File: src/rtl/intack_pkg.sv
package intack_pkg;
  typedef enum logic [2:0] {
    S_IDLE,
    S_WAIT,
    S_ACK1,
    S_ACK2,
    S_DELIVER
  } seq_state_e;

  localparam int CT_W = 2;
  localparam logic [CT_W-1:0] CT_NONE       = 2'b00;
  localparam logic [CT_W-1:0] CT_ACK_FIRST  = 2'b01;
  localparam logic [CT_W-1:0] CT_ACK_SECOND = 2'b10;
endpackage

File: src/rtl/intack_ctrl.sv
module intack_ctrl
  import intack_pkg::*;
(
  input  logic       clk,
  input  logic       rst,
  input  logic       irq_req,
  input  logic       int_en,
  input  logic       insn_done,
  input  logic       bus_rdy,
  output seq_state_e nxt_state,
  output logic       cap_stb
);
  seq_state_e state_q;
  logic       armed;

  assign armed = irq_req && int_en;

  always_comb begin
    nxt_state = state_q;
    cap_stb   = 1'b0;
    case (state_q)
      S_IDLE:    if (armed) nxt_state = S_WAIT;
      S_WAIT: begin
        if (!armed)         nxt_state = S_IDLE;
        else if (insn_done) nxt_state = S_ACK1;
      end
      S_ACK1:    if (bus_rdy) nxt_state = S_ACK2;
      S_ACK2: begin
        if (bus_rdy) begin
          nxt_state = S_DELIVER;
          cap_stb   = 1'b1;
        end
      end
      S_DELIVER: nxt_state = S_IDLE;
      default:   nxt_state = S_IDLE;
    endcase
  end

  always_ff @(posedge clk) begin
    if (rst) state_q <= S_IDLE;
    else     state_q <= nxt_state;
  end

  // a request lost while waiting abandons the sequence
  p_drop_cancels_r4: assert property (@(posedge clk) disable iff (rst)
    (state_q == S_WAIT && !irq_req) |=> (state_q == S_IDLE));

  // after delivery the sequencer always passes through idle
  p_deliver_to_idle_r10: assert property (@(posedge clk) disable iff (rst)
    (state_q == S_DELIVER) |=> (state_q == S_IDLE));
endmodule

File: src/rtl/intack_bus_if.sv
module intack_bus_if
  import intack_pkg::*;
(
  input  logic            clk,
  input  logic            rst,
  input  seq_state_e      nxt_state,
  output logic            cyc_req,
  output logic [CT_W-1:0] cyc_type,
  output logic            bus_lock
);
  logic            req_d;
  logic [CT_W-1:0] type_d;

  always_comb begin
    req_d  = (nxt_state == S_ACK1) || (nxt_state == S_ACK2);
    type_d = CT_NONE;
    if (nxt_state == S_ACK1) type_d = CT_ACK_FIRST;
    if (nxt_state == S_ACK2) type_d = CT_ACK_SECOND;
  end

  always_ff @(posedge clk) begin
    if (rst) begin
      cyc_req  <= 1'b0;
      cyc_type <= CT_NONE;
      bus_lock <= 1'b0;
    end else begin
      cyc_req  <= req_d;
      cyc_type <= type_d;
      bus_lock <= req_d;
    end
  end

  // the first acknowledge is followed by itself or the second, still locked
  p_gapless_second_r6: assert property (@(posedge clk) disable iff (rst)
    (cyc_type == CT_ACK_FIRST) |=>
      ((cyc_type == CT_ACK_FIRST || cyc_type == CT_ACK_SECOND) && bus_lock));

  // the second acknowledge is only entered from the first
  p_second_after_first_r5: assert property (@(posedge clk) disable iff (rst)
    $rose(cyc_type == CT_ACK_SECOND) |-> ($past(cyc_type) == CT_ACK_FIRST));
endmodule

File: src/rtl/intack_vec_cap.sv
module intack_vec_cap #(
  parameter int VEC_W = 8
) (
  input  logic             clk,
  input  logic             rst,
  input  logic             cap_stb,
  input  logic [VEC_W-1:0] din,
  output logic             vec_valid,
  output logic [VEC_W-1:0] vec
);
  always_ff @(posedge clk) begin
    if (rst) begin
      vec_valid <= 1'b0;
      vec       <= '0;
    end else begin
      vec_valid <= cap_stb;
      if (cap_stb) vec <= din;
    end
  end

  // strobe lasts a single clock
  p_strobe_single_r9: assert property (@(posedge clk) disable iff (rst)
    vec_valid |=> !vec_valid);

  // the vector equals the data presented on the capturing edge
  p_vector_matches_r8: assert property (@(posedge clk) disable iff (rst)
    vec_valid |-> (vec == $past(din)));
endmodule

File: src/rtl/intack_seq.sv
module intack_seq
  import intack_pkg::*;
#(
  parameter int VEC_W = 8
) (
  input  logic             clk,
  input  logic             rst,
  input  logic             irq_req,
  input  logic             int_en,
  input  logic             insn_done,
  input  logic             bus_rdy,
  input  logic [VEC_W-1:0] ack_data,
  output logic             cyc_req,
  output logic [CT_W-1:0]  cyc_type,
  output logic             bus_lock,
  output logic             vec_valid,
  output logic [VEC_W-1:0] vec
);
  seq_state_e nxt_state;
  logic       cap_stb;

  intack_ctrl u_ctrl (
    .clk       (clk),
    .rst       (rst),
    .irq_req   (irq_req),
    .int_en    (int_en),
    .insn_done (insn_done),
    .bus_rdy   (bus_rdy),
    .nxt_state (nxt_state),
    .cap_stb   (cap_stb)
  );

  intack_bus_if u_bus (
    .clk       (clk),
    .rst       (rst),
    .nxt_state (nxt_state),
    .cyc_req   (cyc_req),
    .cyc_type  (cyc_type),
    .bus_lock  (bus_lock)
  );

  intack_vec_cap #(.VEC_W(VEC_W)) u_vec (
    .clk       (clk),
    .rst       (rst),
    .cap_stb   (cap_stb),
    .din       (ack_data),
    .vec_valid (vec_valid),
    .vec       (vec)
  );

  // a cycle only starts after an enabled request met a boundary strobe
  p_launch_on_boundary_r3: assert property (@(posedge clk) disable iff (rst)
    $rose(cyc_req) |-> $past(irq_req && insn_done));

  // the enable flag gates every launch
  p_enable_gate_r2: assert property (@(posedge clk) disable iff (rst)
    $rose(cyc_req) |-> $past(int_en));

  // lock is released together with vector delivery
  p_lock_release_r7: assert property (@(posedge clk) disable iff (rst)
    $fell(bus_lock) |-> vec_valid);
endmodule

File: config.mk
export PLATFORM = sky130hd
export DESIGN_NAME = intack_seq
export DESIGN_NICKNAME = d
export VERILOG_FILES = /design/src/rtl/intack_pkg.sv /design/src/rtl/intack_ctrl.sv /design/src/rtl/intack_bus_if.sv /design/src/rtl/intack_vec_cap.sv /design/src/rtl/intack_seq.sv
export SDC_FILE = /design/constraint.sdc
export NUM_CORES = 1
export LEC_CHECK = 0
export ABC_AREA = 1
export ABC_CLOCK_PERIOD_IN_PS = 1400
export BUFFER_PORTS_ARGS = -buffer_cell sky130_fd_sc_hd__buf_2
export CORE_MARGIN = 3
export CORE_UTILIZATION = 45
export CTS_CLUSTER_SIZE = 8
export DETAILED_ROUTE_END_ITERATION = 12
export PLACE_DENSITY = 0.76
export SYNTH_ARGS = -nofsm -noshare
export SYNTH_HDL_FRONTEND = slang
export SYNTH_HIERARCHICAL = 1
export SYNTH_SLANG_ARGS = --single-unit
File: constraint.sdc
create_clock -name clk -period 1.4 [get_ports clk]
set_input_delay 0.42 -clock clk [delete_from_list [all_inputs] [get_ports clk]]
set_output_delay 0.42 -clock clk [all_outputs]
set_load 0.02 [all_outputs]
Word-level counts from Yosys, hierarchy flattened
Cells that the tools add are included.

storage, ports and cells
  output and inout bits = 13
  bits of input ports = 14
  logic and storage cells = 25
  flip-flop bits (word level) = 15

cells by class
  reduce and logical (&&, ||, !) cells = 4
  muxes and demuxes = 10
  equal/unequal tests = 5

operator list
  operator                                        number
  two-way mux 3 bit                               5
  == test 3 x 2 -> 1 bit (second input constant)  4
  one-hot mux 3 bit (4 select lines)              1
  == test 3 x 1 -> 1 bit (second input constant)  1
  logical NOT 3 bit                               1
  two-way mux 1 bit                               3
  two-way mux 2 bit                               1
  OR reduction 2 bit                              1
  logical AND 1 bit                               1
  logical OR 1 bit                                1

Longest topological paths before layout
Gate-level depths: netlist (run 1).

  depth after elaboration = 6
  mapped depth = 10
  mapped depth without buffers = 10

By module
Netlist (run 1), hierarchy kept.

by module, submodules not included
  module          instances  sequential area each (um^2)  area each (um^2)  cells an instance
  intack_vec_cap  1          180.2                        369.1             54
  intack_ctrl     1          60.1                         196.4             35
  intack_bus_if   1          60.1                         103.8             13

Least setup slack after synthesis (run 1)
OpenSTA, ideal clock, no wires.

  path type = flip-flop to flip-flop
  from = register u_ctrl.state_q[0]
  to = register u_vec.vec[6]
  slack = 0.224 ns
  data arrival time = 1.062 ns
  setup time = 0.114 ns
  path buffers = 2
  required time = 1.286 ns
  clock period less this slack = 1.176 ns
  cell stages (with the launch flop) = 10
  cells stage by stage = dfxtp_1 -> nand2_1 -> nor2_2 -> inv_1 -> nor2_1 -> buf_6 -> buf_6 -> nand2_2 -> nand2_1 -> nor2_2

between the ends
  word-level cells in the longest chain between the ends = 2

ends and longest elaborated chain
  what                    line                  source
  from (decl)             intack_ctrl.sv:13     seq_state_e state_q;
  from (signal assigned)  intack_ctrl.sv:41     else state_q <= nxt_state;
  == test 3 x 2 -> 1 bit  intack_ctrl.sv:21     case (state_q)
  two-way mux 1 bit       intack_ctrl.sv:21
  via cap_stb             intack_seq.sv:20      logic cap_stb;
  to (signal assigned)    intack_vec_cap.sv:17  if (cap_stb) vec <= din;
  to (decl)               intack_vec_cap.sv:9   output logic [VEC_W-1:0] vec

The timed path passes the listed nets, and every way through them passes these cells.
A chain may end at the register's enable or synchronous reset.

Final worst setup path (run 1)
  from = register u_ctrl.state_q[1]
  to = register u_vec.vec[2]

The elaborated chain is that of the path after synthesis.

==> impl_metrics.tcl, run 1 <==
set metrics [dict create \
    grt_max_degree 18 \
    dpl.hpwl_um 999.7 \
    final_layout_fill_cell_count 134 \
    reg_to_reg_start "u_ctrl/state_q[1]" \
    first_drt_iteration_drcs 19 \
    critical_path.startpoint_type "register" \
    critical_path.endpoint_type "register" \
    cts_tree "built" \
    die_wd_um 44.57 \
    fin_worst_skew_ps 2.161 \
    crit_path_frequent_cell "sky130_fd_sc_hd__nand2_1" \
    report.final.slew_viol_count 0 \
    via_per_inst 4.538 \
    max-vdd-ir-drop_v 0.0005332 \
    layout.nets 145 \
    multiInputGateArea_sq_um 264.0 \
    kind_of_cell_with_the_highest_combined_delay_on_the_critical_path "simple AND/OR/NAND/NOR gates" \
    crit_path_cell_chain "nand2_1 > nor2_2 > inv_1 > nor2_1 > buf_6 > nand2_1 > nand2_1 > nor2_1" \
    grt_util_all_layers_pct 14.31 \
    met3_global_route_usage_pct 7.317 \
    fin_setup_tns_ps 0 \
    busiest_grt_layer "met2" \
    grt_overflow_total 0 \
    dieArea_sq_mm 0.001986 \
    cpMaxStageDelayCell "sky130_fd_sc_hd__dfxtp_1" \
    worst_hold_path.num_cells 2 \
    drcViolationCount 0 \
    drt_first_pass_iters 4 \
    post_route_ant_nets 0 \
    coreArea_sq_mm 0.001350 \
    top_level_ports 27 \
    hold_path_class "input pin to register" \
    arrival_ps 1410 \
    cp.required_ps 1580 \
    syn2layout_area_growth_pct 23.36 \
    first_global_vias 527 \
    worst_slack_setup_final_ps 165.0 \
    clk_latency_ps 280 \
    worst_reg_to_reg_setup_slack_ps 170 \
    post_synth_inst_count 102 \
    floorplan.die.height_um 44.57 \
    yosysWarnings 6 \
    cts.hold.buffers_added 0 \
    timing.critical_path.buf_inv 2 \
    clock_path_buffers 2 \
    htree_num_levels 1 \
    rr_worst_depth 8 \
    detailroute.via_count 658 \
    cts_clock_pin_slew_for_the_worst_setup_and_hold_paths_ps 80 \
    rsz0062_at_grt "false" \
    synth_top_area_share_pct 44.86 \
    critical_path.reg2reg.endpoint "u_vec/vec[2]" \
    yosysTopAreaCell "sky130_fd_sc_hd__dfxtp_1" \
    min_delay_worst_endpoint "u_vec/vec_valid" \
    worstHoldStart "rst" \
    placementRows 13 \
    drive_above_1_share_pct 28.46 \
    critical_path_class "register to register" \
    dpl_worst_slack_ps 180.7 \
    status "completed" \
    cp_max_fo 17 \
    cap_violations 0 \
    cts_sinks 15 \
    syn-cell-area_sq_um 669.4 \
    netlist-cell-type-count 14 \
    port_buffers 26 \
    post-layout-total-power_uw 748.4 \
    post_cts_resize_count 0 \
    post_synth.cell_area_avg_sq_um 6.563 \
    worstMarginPinSlew_ps 229.1 \
    crit_path_start "u_ctrl/state_q[1]" \
    hold_violation_count_in_the_final_report 0 \
    slew_headroom_pct 84.71 \
    postCtsSetupBuffers 0 \
    leakage_nw 0.4626 \
    number_of_antenna_violations_at_the_first_check_in_global_routing 0 \
    initial_core_util_pct 49.58 \
    power.density_mw_per_mm2 906.3 \
    regArea_sq_um 300.3 \
    ys_top_cells_by_area "sky130_fd_sc_hd__dfxtp_1 45%, sky130_fd_sc_hd__nand2_1 16%, sky130_fd_sc_hd__nor2_1 14%" \
    postRouteWirelength_um 1248 \
    critPathMaxStageDelay_ps 410 \
    sequential_element_share_of_the_synthesized_area_pct 44.86 \
    synth.ff_latch_count 15 \
    max_freq_mhz 809.7 \
    ctsRootBufferMaster "sky130_fd_sc_hd__clkbuf_4" \
    grt.met1_usage_pct 15.52 \
    placed_cell_area_sq_um 795.8 \
    timing.final.crit_share_pct 88.21 \
    worst_hold_slack_ps 376.4 \
    nets_in_the_synthesized_netlist 116 \
    period_minus_slack_ps 1235 \
    setup_viol 0 \
    globalRouteMet2Util_pct 24.36 \
    wl_per_cell_um 8.607 \
    antennaDiodeCount 0 \
    routabilityCongestion 0.7401 \
    grt_first_pass_wirelength_um 2070 \
    post-route-cell-area_sq_um 825.8 \
    clock_buffers_created_by_tritoncts 3 \
]
worst reg2reg max path, cell delays in order (launching register included):
cell                      delay (ps)
sky130_fd_sc_hd__dfxtp_1         410
sky130_fd_sc_hd__nand2_1          90
sky130_fd_sc_hd__nor2_2          100
sky130_fd_sc_hd__inv_1            70
sky130_fd_sc_hd__nor2_1          120
sky130_fd_sc_hd__buf_6           180
sky130_fd_sc_hd__nand2_1          70
sky130_fd_sc_hd__nand2_1          50
sky130_fd_sc_hd__nor2_1           40
power breakdown:
part	switching, mW	internal (mW)	total, mW
clock network	0.130	0.111	0.241
registers	0.00433	0.431	0.435
logic	0.0416	0.0307	0.0722
layer usage:
layer	vias up	wire, um	share of wire (%)
met4	0	0	0
met2	22	630	50
met5	-	0	0
li1	347	-	-
met3	0	111	8.9
met1	289	505	40
cell usage in the layout (no fill, tap or decap):
cell and instances:
sky130_fd_sc_hd__nand2_1 28, sky130_fd_sc_hd__buf_2 26, sky130_fd_sc_hd__nor2_1 25, sky130_fd_sc_hd__inv_1 18, sky130_fd_sc_hd__dfxtp_1 15, sky130_fd_sc_hd__clkbuf_4 3
sky130_fd_sc_hd__nor2_2 3, sky130_fd_sc_hd__inv_2 2, sky130_fd_sc_hd__nand2_2 2, sky130_fd_sc_hd__a21oi_1 2, sky130_fd_sc_hd__clkbuf_1 1, sky130_fd_sc_hd__o211ai_1 1
sky130_fd_sc_hd__nand4_1 1, sky130_fd_sc_hd__nand3_1 1, sky130_fd_sc_hd__nor3_1 1, sky130_fd_sc_hd__buf_6 1
cell families (layout without fill, tap and decap cells):
family / after synthesis / in the layout / share of synthesized area [%]
flops: 15 / 15 / 44.86
simple gates: 61 / 61 / 36.82
compound gates: 3 / 3 / 2.617
buf+inv: 23 / 51 / 15.70
stage by stage:
step	std cells	utilization, %
5_1_grt	145	61.17
6_report	145	61.17
2_1_floorplan	102	-
4_1_cts	145	60.89
3_5_place_dp	141	58.94
3_3_place_gp	141	58.94
cells in the mapped netlist (all sizes together):
| cell type | instances |
|---|---|
| nand2 | 30 |
| nor2 | 28 |
| inv | 20 |
| dfxtp | 15 |
| buf | 3 |
| a21oi | 2 |
| nand3 | 1 |
| nand4 | 1 |
| nor3 | 1 |
| o211ai | 1 |
worst max path at each step:
| stage | end | cells past startpoint |
|---|---|---|
| 3_3_place_gp | u_vec/vec[6] | 6 |
| 3_5_place_dp | u_bus/cyc_type[0] | 10 |
| 6_report | u_vec/vec[2] | 8 |
| 5_1_grt | u_vec/vec[2] | 8 |
| 2_1_floorplan | u_vec/vec[6] | 9 |
| 4_1_cts | u_vec/vec[2] | 8 |
registers in the layout (all words and copies together), names as in the netlist:
register and cells:
u_ctrl/state_q 3, u_vec/vec_valid 1, u_bus/bus_lock 1, u_vec/vec 8, u_bus/cyc_type 2
cell type report:
| class | instances | area share [%] |
|---|---|---|
| Multi-Input combinational cell | 64 | 31.97 |
| Timing Repair Buffer | 27 | 17.12 |
| Tap cell | 15 | 2.273 |
| Inverter | 20 | 9.091 |
| Sequential cell | 15 | 36.36 |
| Clock buffer | 4 | 3.182 |
No activity file was read; power rests on OpenSTA's default activity.
==> run 2, diff against run 1 <==
Settings changed: GPL_TIMING_DRIVEN from default to 0.
==> run 2 against run 1 <==
- global-route usage rose by 1.7 points
- cell area increased by 2.6%
- utilization up 1.6 points
- critical path type unchanged
- largest cell class unchanged
- highest routed layer is now met4
==> impl_metrics.tcl, run 2 (synthesis results as in run 1) <==
set metrics [dict create \
    highest_layer "met4" \
    critical_path_class "register to register" \
    post-layout-total-power_uw 749.2 \
    worstHoldStart "rst" \
    finish.cell_count_without_fillers 147 \
    worst_hold_path.num_cells 2 \
    cp_max_fo 10 \
    first_global_vias 590 \
    power.density_mw_per_mm2 884.4 \
    hold_violation_count_in_the_final_report 0 \
    routed-wl-met3_um 97 \
    leakage_nw 0.4751 \
    floorplan.die.height_um 44.57 \
    critical_path.startpoint_type "register" \
    clk_latency_ps 270 \
    slew_headroom_pct 82.43 \
    rsz0062_at_grt "false" \
    antennaDiodeCount 0 \
    post_cts_resize_count 0 \
    wl_per_cell_um 9.156 \
    cts.hold.buffers_added 0 \
    cp.required_ps 1580 \
    max-vdd-ir-drop_v 0.0006374 \
    initial_core_util_pct 49.58 \
    worstMarginPinSlew_ps 263.3 \
    drive_above_1_share_pct 31.06 \
    top_level_ports 27 \
    coreArea_sq_mm 0.001350 \
    cap_violations 0 \
    die_wd_um 44.57 \
    report.final.slew_viol_count 0 \
    dpl_worst_slack_ps 92.64 \
    arrival_ps 1450 \
    critPathMaxStageDelay_ps 370 \
    grt_util_all_layers_pct 15.99 \
    max_freq_mhz 784.4 \
    final_common_cell "sky130_fd_sc_hd__nand2_1" \
    min_delay_worst_endpoint "u_ctrl/state_q[1]" \
    setup_viol 0 \
    regArea_sq_um 302.8 \
    number_of_antenna_violations_at_the_first_check_in_global_routing 0 \
    drcViolationCount 0 \
    dieArea_sq_mm 0.001986 \
    worst_reg_to_reg_setup_slack_ps 130 \
    critical_path.endpoint_type "register" \
    finish.utilization_pct 62.74 \
    clock_buffers_created_by_tritoncts 3 \
    cts_clock_pin_slew_for_the_worst_setup_and_hold_paths_ps 80 \
    drt_first_pass_iters 4 \
    reg.largest.list "u_vec/vec (8), u_ctrl/state_q (3), u_bus/cyc_type (2)" \
    grt_first_pass_wirelength_um 2352 \
    dpl.hpwl_um 1072 \
    placed_cells_incl_taps 143 \
    via_per_inst 4.456 \
    timing.final.crit_share_pct 91.06 \
    syn2layout_area_growth_pct 26.54 \
    grt_overflow_total 0 \
    multiInputGateArea_sq_um 264.0 \
    period_minus_slack_ps 1275 \
    crit_path_cell_chain "nand2_1 > nor2_2 > inv_1 > nor2_1 > buf_6 > buf_6 > nand2_2 > nand2_1 > nor2_2" \
    critical_path.reg2reg.endpoint "u_vec/vec[6]" \
    grt_max_degree 11 \
    fin_setup_tns_ps 0 \
    cpMaxStageDelayCell "sky130_fd_sc_hd__dfxtp_2" \
    layout.nets 147 \
    routedLengthMet1_um 601 \
    worst_slack_setup_final_ps 125.1 \
    cts_tree "built" \
    routabilityCongestion 0.6918 \
    rr_worst_depth 9 \
    post_route_ant_nets 0 \
    wl_met2_um 637 \
    cts_sinks 15 \
    max_ffs_per_register 8 \
    clock_path_buffers 2 \
    mostFrequentLayoutCells "28 x sky130_fd_sc_hd__nand2_1, 26 x sky130_fd_sc_hd__buf_2, 25 x sky130_fd_sc_hd__nor2_1" \
    final_layout_fill_cell_count 139 \
    ctsRootBufferMaster "sky130_fd_sc_hd__clkbuf_4" \
    postRouteWirelength_um 1346 \
    detailroute.via_count 655 \
    hold_path_class "input pin to register" \
    port_buffers 26 \
    reg_to_reg_start "u_ctrl/state_q[0]" \
    htree_num_levels 1 \
    fin_worst_skew_ps 1.490 \
    first_drt_iteration_drcs 15 \
    regMostFlops "u_vec/vec" \
    status "completed" \
    placementRows 13 \
    postCtsSetupBuffers 0 \
]
run 2: cell type report:
cell class | count | share of cell area, %
repair buffers | 26 | 15.36
multi-input cells | 64 | 31.17
clock buffers | 4 | 3.102
well taps | 15 | 2.216
flip-flops and latches | 15 | 35.75
inverters | 20 | 8.863
plain buffers | 3 | 3.545
run 2: worst max path at each step:
stage | startpoint | endpoint | slack (ps)
2_1_floorplan | u_ctrl/state_q[0] | u_vec/vec[6] | 220
3_3_place_gp | u_ctrl/state_q[0] | u_vec/vec[6] | 120
3_5_place_dp | u_ctrl/state_q[1] | u_vec/vec[6] | 90
4_1_cts | u_ctrl/state_q[0] | u_vec/vec[6] | 60
5_1_grt | u_ctrl/state_q[0] | u_vec/vec[6] | 10
6_report | u_ctrl/state_q[0] | u_vec/vec[6] | 130
run 2: worst max-delay path, delay by kind of cell (launching register included):
| kind | cells | cell delay [ps] |
|---|---|---|
| buf+inv | 3 | 360 |
| simple gates | 6 | 430 |
| flops | 1 | 370 |
run 2: per-layer routing:
layer,up-vias,global-route usage (%)
li1,354,-
met1,279,18.77
met2,20,25.21
met3,2,6.098
met4,0,7.831
met5,-,0
run 2: per-stage QoR:
step / hold slack (ps) / instance area [sq um]
6_report: 386.5 / 847.1
5_1_grt: 382.4 / 847.1
4_1_cts: 389.1 / 844.6
3_5_place_dp: 467.0 / 818.3
3_3_place_gp: 455.9 / 818.3
2_1_floorplan: 489.1 / 669.4
run 2: where the power goes:
part | leakage (nW) | internal (mW) | switching (mW)
clock network | 0.0150 | 0.110 | 0.127
registers | 0.122 | 0.432 | 0.00474
logic | 0.338 | 0.0314 | 0.0434
total | 0.475 | 0.574 | 0.176
